## src/rtl/smb_seq_pkg.sv

```systemverilog
// Shared types for the SMBus transaction sequencer.
// Assumes: kind and result encodings are fixed by the requirements.
package smb_seq_pkg;

    typedef enum logic [2:0] {
        ST_IDLE,
        ST_ADDR,
        ST_CMD,
        ST_RSTART,
        ST_QUICK,
        ST_READ,
        ST_WRITE
    } seq_state_t;

    typedef enum logic [1:0] {
        RES_OK    = 2'd0,
        RES_NODEV = 2'd1,
        RES_IOERR = 2'd2,
        RES_INVAL = 2'd3
    } result_t;

    localparam logic [2:0] KIND_QUICK = 3'd0;
    localparam logic [2:0] KIND_BYTE  = 3'd1;
    localparam logic [2:0] KIND_BDATA = 3'd2;
    localparam logic [2:0] KIND_WORD  = 3'd3;
    localparam logic [2:0] KIND_BLOCK = 3'd4;

endpackage

```

## src/rtl/smb_req_decode.sv

```systemverilog
// Request decoder: maps kind/direction/length to a transfer length,
// the entry state choice and a reject flag.
// Assumes: purely combinational, inputs stable while req_valid is high.
module smb_req_decode #(
    parameter int MAX_BLOCK = 32,
    parameter int LEN_W     = $clog2(MAX_BLOCK + 1)
) (
    input  logic [2:0]       kind,
    input  logic             is_read,
    input  logic [LEN_W-1:0] blk_len,
    output logic [LEN_W-1:0] xfer_len,
    output logic             short_form,
    output logic             reject
);
    import smb_seq_pkg::*;

    localparam logic [LEN_W-1:0] MAX_LEN = LEN_W'(MAX_BLOCK);

    // Decode transfer shape from kind code.
    always_comb begin
        xfer_len   = '0;
        short_form = 1'b0;
        reject     = 1'b0;
        case (kind)
            KIND_QUICK: begin
                short_form = 1'b1;
            end
            KIND_BYTE: begin
                xfer_len   = LEN_W'(1);
                short_form = 1'b1;
            end
            KIND_BDATA: xfer_len = LEN_W'(1);
            KIND_WORD:  xfer_len = LEN_W'(2);
            KIND_BLOCK: begin
                xfer_len = blk_len;
                reject   = (blk_len == '0) || (blk_len > MAX_LEN);
            end
            default: reject = 1'b1;
        endcase
        if (is_read && (xfer_len == '0)) begin
            reject = 1'b1;
        end
    end

endmodule

```

## src/rtl/smb_evt_timer.sv

```systemverilog
// Inactivity timer: counts cycles since the last reload while active and
// flags expiry after LIMIT cycles.
// Assumes: LIMIT >= 2; the count holds at LIMIT until reloaded.
module smb_evt_timer #(
    parameter int LIMIT = 1000,
    parameter int CW    = $clog2(LIMIT + 1)
) (
    input  logic clk,
    input  logic rst_n,
    input  logic reload,
    input  logic active,
    output logic expired
);
    localparam logic [CW-1:0] LIM = CW'(LIMIT);

    logic [CW-1:0] cnt;

    // Count idle cycles, saturating at the limit.
    always_ff @(posedge clk) begin
        if (!rst_n || reload || !active) begin
            cnt <= '0;
        end else if (cnt != LIM) begin
            cnt <= cnt + 1'b1;
        end
    end

    assign expired = active && (cnt == LIM);

endmodule

```

## src/rtl/smb_rx_buf.sv

```systemverilog
// Receive buffer: one write port fed by the sequencer, one combinational
// read port for the client.
// Assumes: contents are undefined after reset until written.
module smb_rx_buf #(
    parameter int DEPTH = 32,
    parameter int IDX_W = $clog2(DEPTH)
) (
    input  logic             clk,
    input  logic             wr_en,
    input  logic [IDX_W-1:0] wr_idx,
    input  logic [7:0]       wr_byte,
    input  logic [IDX_W-1:0] rd_idx,
    output logic [7:0]       rd_byte
);
    logic [7:0] ent [DEPTH];

    for (genvar g = 0; g < DEPTH; g++) begin : g_ent
        // Capture the incoming byte into entry g.
        always_ff @(posedge clk) begin
            if (wr_en && (wr_idx == IDX_W'(g))) begin
                ent[g] <= wr_byte;
            end
        end
    end

    assign rd_byte = ent[rd_idx];

endmodule

```

## src/rtl/smb_txn_sequencer.sv

```systemverilog
// SMBus transaction sequencer: drives a byte-level I2C master engine
// through quick, byte, byte-data, word and block transactions.
// Assumes: engine events are single-cycle pulses; outputs to the engine
// are registered and appear the cycle after the event that causes them.
module smb_txn_sequencer #(
    parameter int MAX_BLOCK      = 32,
    parameter int TIMEOUT_CYCLES = 25_000_000,
    parameter int LEN_W          = $clog2(MAX_BLOCK + 1),
    parameter int IDX_W          = $clog2(MAX_BLOCK)
) (
    input  logic             clk,
    input  logic             rst_n,
    input  logic             req_valid,
    output logic             req_ready,
    input  logic [6:0]       req_addr,
    input  logic             req_read,
    input  logic [7:0]       req_cmd,
    input  logic [2:0]       req_kind,
    input  logic [LEN_W-1:0] req_len,
    output logic [IDX_W-1:0] wr_index,
    input  logic [7:0]       wr_data,
    input  logic [IDX_W-1:0] rd_index,
    output logic [7:0]       rd_data,
    output logic             eng_start,
    output logic             eng_stop,
    output logic             eng_nack_ctl,
    output logic             eng_tx_valid,
    output logic [7:0]       eng_tx_byte,
    output logic             eng_clr_status,
    input  logic             eng_data_rdy,
    input  logic             eng_bus_err,
    input  logic             eng_nack,
    input  logic             eng_master,
    input  logic [7:0]       eng_rx_byte,
    output logic             done,
    output logic [1:0]       done_code,
    output logic             needs_reset
);
    import smb_seq_pkg::*;

    localparam logic [LEN_W-1:0] ONE = LEN_W'(1);
    localparam logic [LEN_W-1:0] TWO = LEN_W'(2);

    seq_state_t       state;
    logic [6:0]       t_addr;
    logic             t_read;
    logic [7:0]       t_cmd;
    logic [2:0]       t_kind;
    logic [LEN_W-1:0] remain;
    logic [IDX_W-1:0] idx;
    result_t          code_q;

    logic [LEN_W-1:0] dec_len;
    logic             dec_short;
    logic             dec_reject;
    logic             accept;
    logic             evt;
    logic             fault;
    logic             tmo;
    logic             rx_we;
    logic [7:0]       next_tx;

    smb_req_decode #(.MAX_BLOCK(MAX_BLOCK), .LEN_W(LEN_W)) u_dec (
        .kind      (req_kind),
        .is_read   (req_read),
        .blk_len   (req_len),
        .xfer_len  (dec_len),
        .short_form(dec_short),
        .reject    (dec_reject)
    );

    smb_evt_timer #(.LIMIT(TIMEOUT_CYCLES)) u_tmr (
        .clk    (clk),
        .rst_n  (rst_n),
        .reload (accept || evt),
        .active (state != ST_IDLE),
        .expired(tmo)
    );

    smb_rx_buf #(.DEPTH(MAX_BLOCK), .IDX_W(IDX_W)) u_rxb (
        .clk    (clk),
        .wr_en  (rx_we),
        .wr_idx (idx),
        .wr_byte(eng_rx_byte),
        .rd_idx (rd_index),
        .rd_byte(rd_data)
    );

    // Qualify engine events and select the next outgoing data byte.
    always_comb begin
        req_ready = (state == ST_IDLE);
        accept    = req_valid && req_ready;
        evt       = eng_data_rdy || eng_bus_err || eng_nack;
        fault     = eng_bus_err || !eng_master;
        rx_we     = (state == ST_READ) && evt && !fault && !eng_nack;
        next_tx   = (t_kind == KIND_BYTE) ? t_cmd : wr_data;
    end

    assign wr_index  = idx;
    assign done_code = code_q;

    // Main transaction state machine with registered engine controls.
    always_ff @(posedge clk) begin
        eng_start      <= 1'b0;
        eng_stop       <= 1'b0;
        eng_tx_valid   <= 1'b0;
        eng_clr_status <= 1'b0;
        done           <= 1'b0;
        if (!rst_n) begin
            state        <= ST_IDLE;
            t_addr       <= '0;
            t_read       <= 1'b0;
            t_cmd        <= '0;
            t_kind       <= '0;
            remain       <= '0;
            idx          <= '0;
            code_q       <= RES_OK;
            needs_reset  <= 1'b0;
            eng_nack_ctl <= 1'b0;
            eng_tx_byte  <= '0;
        end else if (state == ST_IDLE) begin
            if (accept) begin
                needs_reset  <= 1'b0;
                eng_nack_ctl <= 1'b0;
                t_addr       <= req_addr;
                t_read       <= req_read;
                t_cmd        <= req_cmd;
                t_kind       <= req_kind;
                remain       <= dec_len;
                idx          <= '0;
                if (dec_reject) begin
                    done   <= 1'b1;
                    code_q <= RES_INVAL;
                end else begin
                    eng_start <= 1'b1;
                    state     <= dec_short ? ST_QUICK : ST_ADDR;
                end
            end
        end else if (evt) begin
            if (fault) begin
                state       <= ST_IDLE;
                code_q      <= RES_IOERR;
                needs_reset <= 1'b1;
                done        <= 1'b1;
            end else if (eng_nack) begin
                eng_stop       <= 1'b1;
                eng_clr_status <= 1'b1;
                state          <= ST_IDLE;
                code_q         <= RES_NODEV;
                done           <= 1'b1;
            end else begin
                case (state)
                    ST_ADDR: begin
                        eng_tx_valid <= 1'b1;
                        eng_tx_byte  <= {t_addr, 1'b0};
                        state        <= ST_CMD;
                    end
                    ST_CMD: begin
                        eng_tx_valid <= 1'b1;
                        eng_tx_byte  <= t_cmd;
                        state        <= t_read ? ST_RSTART : ST_WRITE;
                    end
                    ST_RSTART, ST_QUICK: begin
                        if (state == ST_RSTART) begin
                            eng_start <= 1'b1;
                        end
                        eng_tx_valid <= 1'b1;
                        eng_tx_byte  <= {t_addr, t_read};
                        if (t_read) begin
                            eng_nack_ctl <= (remain == ONE);
                            state        <= ST_READ;
                        end else begin
                            state <= ST_WRITE;
                        end
                    end
                    ST_READ: begin
                        eng_nack_ctl <= (remain == TWO);
                        idx          <= idx + 1'b1;
                        remain       <= remain - 1'b1;
                        if (remain == ONE) begin
                            eng_stop <= 1'b1;
                            state    <= ST_IDLE;
                            code_q   <= RES_OK;
                            done     <= 1'b1;
                        end
                    end
                    ST_WRITE: begin
                        if (remain == '0) begin
                            eng_stop <= 1'b1;
                            state    <= ST_IDLE;
                            code_q   <= RES_OK;
                            done     <= 1'b1;
                        end else begin
                            eng_tx_valid <= 1'b1;
                            eng_tx_byte  <= next_tx;
                            idx          <= idx + 1'b1;
                            remain       <= remain - 1'b1;
                        end
                    end
                    default: state <= ST_IDLE;
                endcase
            end
        end else if (tmo) begin
            state       <= ST_IDLE;
            code_q      <= RES_IOERR;
            needs_reset <= 1'b1;
            done        <= 1'b1;
        end
    end

endmodule

```

## config.mk

```make
export PLATFORM = sky130hd
export DESIGN_NAME = smb_txn_sequencer
export DESIGN_NICKNAME = d
export VERILOG_FILES = /design/src/rtl/smb_seq_pkg.sv /design/src/rtl/smb_req_decode.sv /design/src/rtl/smb_evt_timer.sv /design/src/rtl/smb_rx_buf.sv /design/src/rtl/smb_txn_sequencer.sv
export SDC_FILE = /design/constraint.sdc
export NUM_CORES = 1
export LEC_CHECK = 0
export ABC_AREA = 1
export BUFFER_PORTS_ARGS = -buffer_cell sky130_fd_sc_hd__buf_2
export CAP_MARGIN = 0
export CORE_ASPECT_RATIO = 0.6
export CORE_MARGIN = 2
export CORE_UTILIZATION = 55
export DETAILED_ROUTE_END_ITERATION = 10
export GPL_TIMING_DRIVEN = 1
export PLACE_DENSITY_LB_ADDON = 0.25
export SETUP_SLACK_MARGIN = 0.4
export SYNTH_ARGS = -nofsm -noshare
export SYNTH_HDL_FRONTEND = slang
export SYNTH_HIERARCHICAL = 1
export SYNTH_SLANG_ARGS = --single-unit
```

## constraint.sdc

```tcl
create_clock -name clk -period 3 [get_ports clk]
set_clock_uncertainty 0.2 [all_clocks]
set_input_delay 0.45 -clock clk [delete_from_list [all_inputs] [get_ports clk]]
set_output_delay 0.45 -clock clk [all_outputs]
set_load 0.02 [all_outputs]
```

==> impl_summary.txt <==
----------------------------------------------------
[Outcome]
  Run status ... completed

[Critical path]
  Most used cell, CP ... sky130_fd_sc_hd__nand2_1
  Crit path buffers/inverters ... 4
  Endpoint of the lowest-slack register-to-register path ... u_tmr/cnt[3]$_SDFFE_PP0P_
  Maximum cell stage delay along the critical path ... 0.24 ns
  Kind of start point of the critical path ... input port
  CP endpoint kind ... output pin
  Arrival time of the worst setup path ... 1.97 ns
  Max FO, Critical Path ... 22
  Depth of the worst register-to-register path ... 9
  Worst setup path category ... input port to output pin
  Reg-to-reg startpoint ... state[2]$_SDFFE_PN0P_
  Critical Path RT ... 2.35 ns
  Crit-path leading delay family ... simple AND/OR/NAND/NOR gates
  Crit-path cells ... buf_4, inv_6, buf_16, nand2_1, nand3_1, nand3_1, nand2_1, nand2_1, nand2_1, nand2_1, nand2_1, buf_2
  Slowest cell on the critical path ... sky130_fd_sc_hd__nand3_1
  Worst reg-to-reg setup slack ... 0.61 ns

[Power]
  Logic gate share of total power ... 15.4%
  Leak ... 6.57 nW
  Worst VDD drop ... 457 uV
  Proportion of total power due to net switching ... 27.7%
  Sequential cell fraction of total power ... 48.5%
  Portion of total power attributed to the clock network ... 36.1%
  Internal power consumption ... 0.00777 W
  Net switching power ... 0.00298 W
  Total power density per cell area ... 631 nW/um^2

[Hold path]
  Endpoint of the worst hold path ... t_kind[1]$_SDFFE_PN0P_
  Tightest Hold Check Type ... input port to register
  Start point of the worst min-delay path ... req_kind[1]
  WHS Path Cells ... 3

[Global routing]
  Number of antenna violations at the first check in global routing ... 0
  Largest net degree at the start of global routing ... 65
  Via count of the first global-routing pass ... 10,800
  Global route total overflow ... 0
  Global-route wire length before repair ... 61.3 mm
  GRT Util Overall ... 27.7%

[Clock network]
  CTS root buf ... sky130_fd_sc_hd__clkbuf_16
  Clock tree from TritonCTS ... done
  Max Root-Sink Buffers ... 3
  H-tree depth ... 1
  Worst-path clk slew ... 0.06 ns
  Clock network latency to the later pin of the worst-skew pair ... 0.58 ns
  CTS buffer count ... 30
  Sink Count ... 331

[Yosys]
  Number of warning messages in the yosys log ... 6
  Adder-cell area share of the yosys netlist ... 0.588%
  Simple-gate share of the synthesized area ... 28.0%
  Post-synth top area share ... 51.6%
  Net count of the mapped netlist ... 1,634
  Post-Syn Instances ... 1,574
  Proportion of synthesized flip-flops having asynchronous set or reset ... 0%
  Cell type with the largest total area after synthesis ... sky130_fd_sc_hd__edfxtp_1
  Fraction of the yosys area taken by sequential cells ... 61.7%
  Register bit count reported by yosys ... 331
  Post-synthesis cell type count ... 37
  Synthesized-area fraction occupied by xor and xnor cells ... 0.470%
  Syn_area_per_cell ... 9.47 um^2
  Fraction of the mapped netlist area in compound gates ... 3.63%
  Number of flops mapped to enable cells by yosys ... 256
  Prevailing post-synth register cell ... sky130_fd_sc_hd__edfxtp_1
  Fraction of synthesized area in multiplexers ... 0.0672%
  Leading cell types by total area after synthesis ... sky130_fd_sc_hd__edfxtp_1 (52%), sky130_fd_sc_hd__nand2_1 (13%), sky130_fd_sc_hd__dfxtp_1 (10%)
  Dominant combinational cell family by area after synthesis ... simple AND/OR/NAND/NOR gates
  Area of the mapped netlist ... 14,900 um^2

[Timing]
  Max-slew violation count ... 0
  Unrepaired setup endpoints after global routing ... true
  Time the final worst path needs with I/O delays and setup ... 2.62 ns
  Total negative slack ... 0 ns
  Setup-violating endpoint count in the final report ... 0
  Fin. Hold Viols ... 0
  Upper clock frequency limit ... 0.382 GHz
  Actual transition at the worst max-transition pin ... 0.745 ns
  Relative slew slack ... 50.4%
  Final critical-path share of the clock period ... 87.4%

[Detailed routing]
  Number of antenna-violating nets in the routed design ... 0
  Mean routed wirelength per cell ... 19.0 um
  Total Wirelength ... 39.5 mm
  DR iter-0 viols ... 1,577
  Number of iterations in the first detailed-routing pass ... 6
  Via count ... 11,800
  Avg Vias per Cell ... 5.68
  DRC violation count after routing ... 0

[Layout]
  Highest-count cells in the layout ignoring fill and taps ... sky130_fd_sc_hd__nand2_1 (509), sky130_fd_sc_hd__edfxtp_1 (256), sky130_fd_sc_hd__nand3_1 (247)
  Post-synthesis to final-layout area growth ... 14.3%
  Antenna diode count ... 0
  Fraction of final layout cells with drive strength greater than 1 ... 13.5%
  Most frequent standard cell in the layout excluding fill and tap cells ... sky130_fd_sc_hd__nand2_1
  Nets ... 1,750
  Post-layout instance area ... 17,000 um^2

[Die]
  Total number of placement rows ... 46
  CORE AREA ... 26,500 um^2
  Die Area ... 28,500 um^2
  Number of top-level pins ... 84
  Starting utilization of the core area ... 56.2%
  Die width ... 217 um
  Y dimension of the die ... 132 um

[Placed design]
  Dpl hpwl ... 24.7 mm
  Final weighted congestion in routability-driven placement ... 0.936
  DP Area ... 15,700 um^2
  Number of I/O port buffers ... 83

[Flow run]
  # Max-Cap Violations ... 0

----------------------------------------------------
-- tightest hold or removal path, cell delays in order --
cell,delay [ns]
sky130_fd_sc_hd__buf_2,0.14
sky130_fd_sc_hd__o21ai_0,0.16
sky130_fd_sc_hd__a21oi_1,0.04
-- worst max path at each step --
stage,from,endpoint,depth (start not counted)
after detailed placement,rd_index[0],rd_data[1],12
after global placement,rd_index[0],rd_data[1],12
after floorplan,eng_master,u_rxb/ent[16][0]$_DFFE_PP_,7
after CTS,rd_index[0],rd_data[1],12
final,rd_index[0],rd_data[0],12
after global routing,rd_index[0],rd_data[4],11
-- sequential cells by signal, summed over array words and instances (netlist names) --
name,flops
u_tmr/cnt,25
t_cmd,8
t_read,1
t_addr,7
eng_tx_byte,8
eng_stop,1
wr_index,5
remain,6
eng_clr_status,1
u_rxb/ent,256
state,3
done,1
needs_reset,1
done_code,2
eng_start,1
t_kind,3
eng_nack_ctl,1
eng_tx_valid,1
-- power groups by stage --
stage / clock network, W / logic [W] / registers, W
after floorplan: 0 / 0.00108 / 0.00533
after global placement: 0 / 0.00154 / 0.00530
after detailed placement: 0 / 0.00156 / 0.00531
after CTS: 0.00393 / 0.00162 / 0.00521
after global routing: 0.00409 / 0.00181 / 0.00523
final: 0.00388 / 0.00166 / 0.00521
-- cells in the mapped netlist, drive strengths merged, types with 5 or more instances --
master and number:
nand4 9, dfxtp 75, nand3 256, xor2 5
buf 57, a21oi 41, o21ai 50, edfxtp 256
clkbuf 12, inv 85, nor3 7, nor2 163
ha 7, nand2 527, o211ai 8
-- stage by stage --
stage | setup WS (ns) | util (%) | total power, W | cells | hold WS, ns
global placement | 0.354 | 59.2 | 0.00684 | 1995 | 0.243
finish | 0.379 | 64.2 | 0.0108 | 2074 | 0.0706
CTS | 0.396 | 64.0 | 0.0108 | 2073 | 0.0519
global route | 0.350 | 64.2 | 0.0111 | 2074 | 0.0842
detailed placement | 0.313 | 59.2 | 0.00687 | 1995 | 0.245
floorplan | 0.738 | - | 0.00641 | 1574 | 0.229
-- kinds of logic after synthesis --
kind of cell	count (synthesis)
DFF	331
adders and majority gates	7
and+or+nand+nor	968
muxes	1
xor gates and xnor gates	8
buffers and inverters	156
AOI/OAI and AO/OA	103
-- cell type report --
class                      instances  area (um^2)
clock buffer                      32          758
clock inverter                    24          228
fill                            2134         9490
inverter                          87          339
multi-input combinational       1087         4900
sequential                       331         9190
tap                              360          450
timing repair buffer             153         1170
-- timing repair --
action / in CTS / in global routing
gates cloned: 3 / 1
hold buffers: 19 / 0
pin swaps: 0 / 0
setup endpoints to repair: 4 / 18
hold endpoints to repair: 21 / 0
resized for setup: 3 / 12
setup buffers: 0 / 0
-- per-layer routing --
layer / vias up / global-route usage [%] / routed length, um
li1: 5531 / - / -
met1: 5548 / 45.2 / 18000
met2: 641 / 37.5 / 15900
met3: 70 / 5.83 / 4810
met4: 0 / 5.86 / 804
met5: - / 0 / 0
Power figures use the tool's default switching activity.
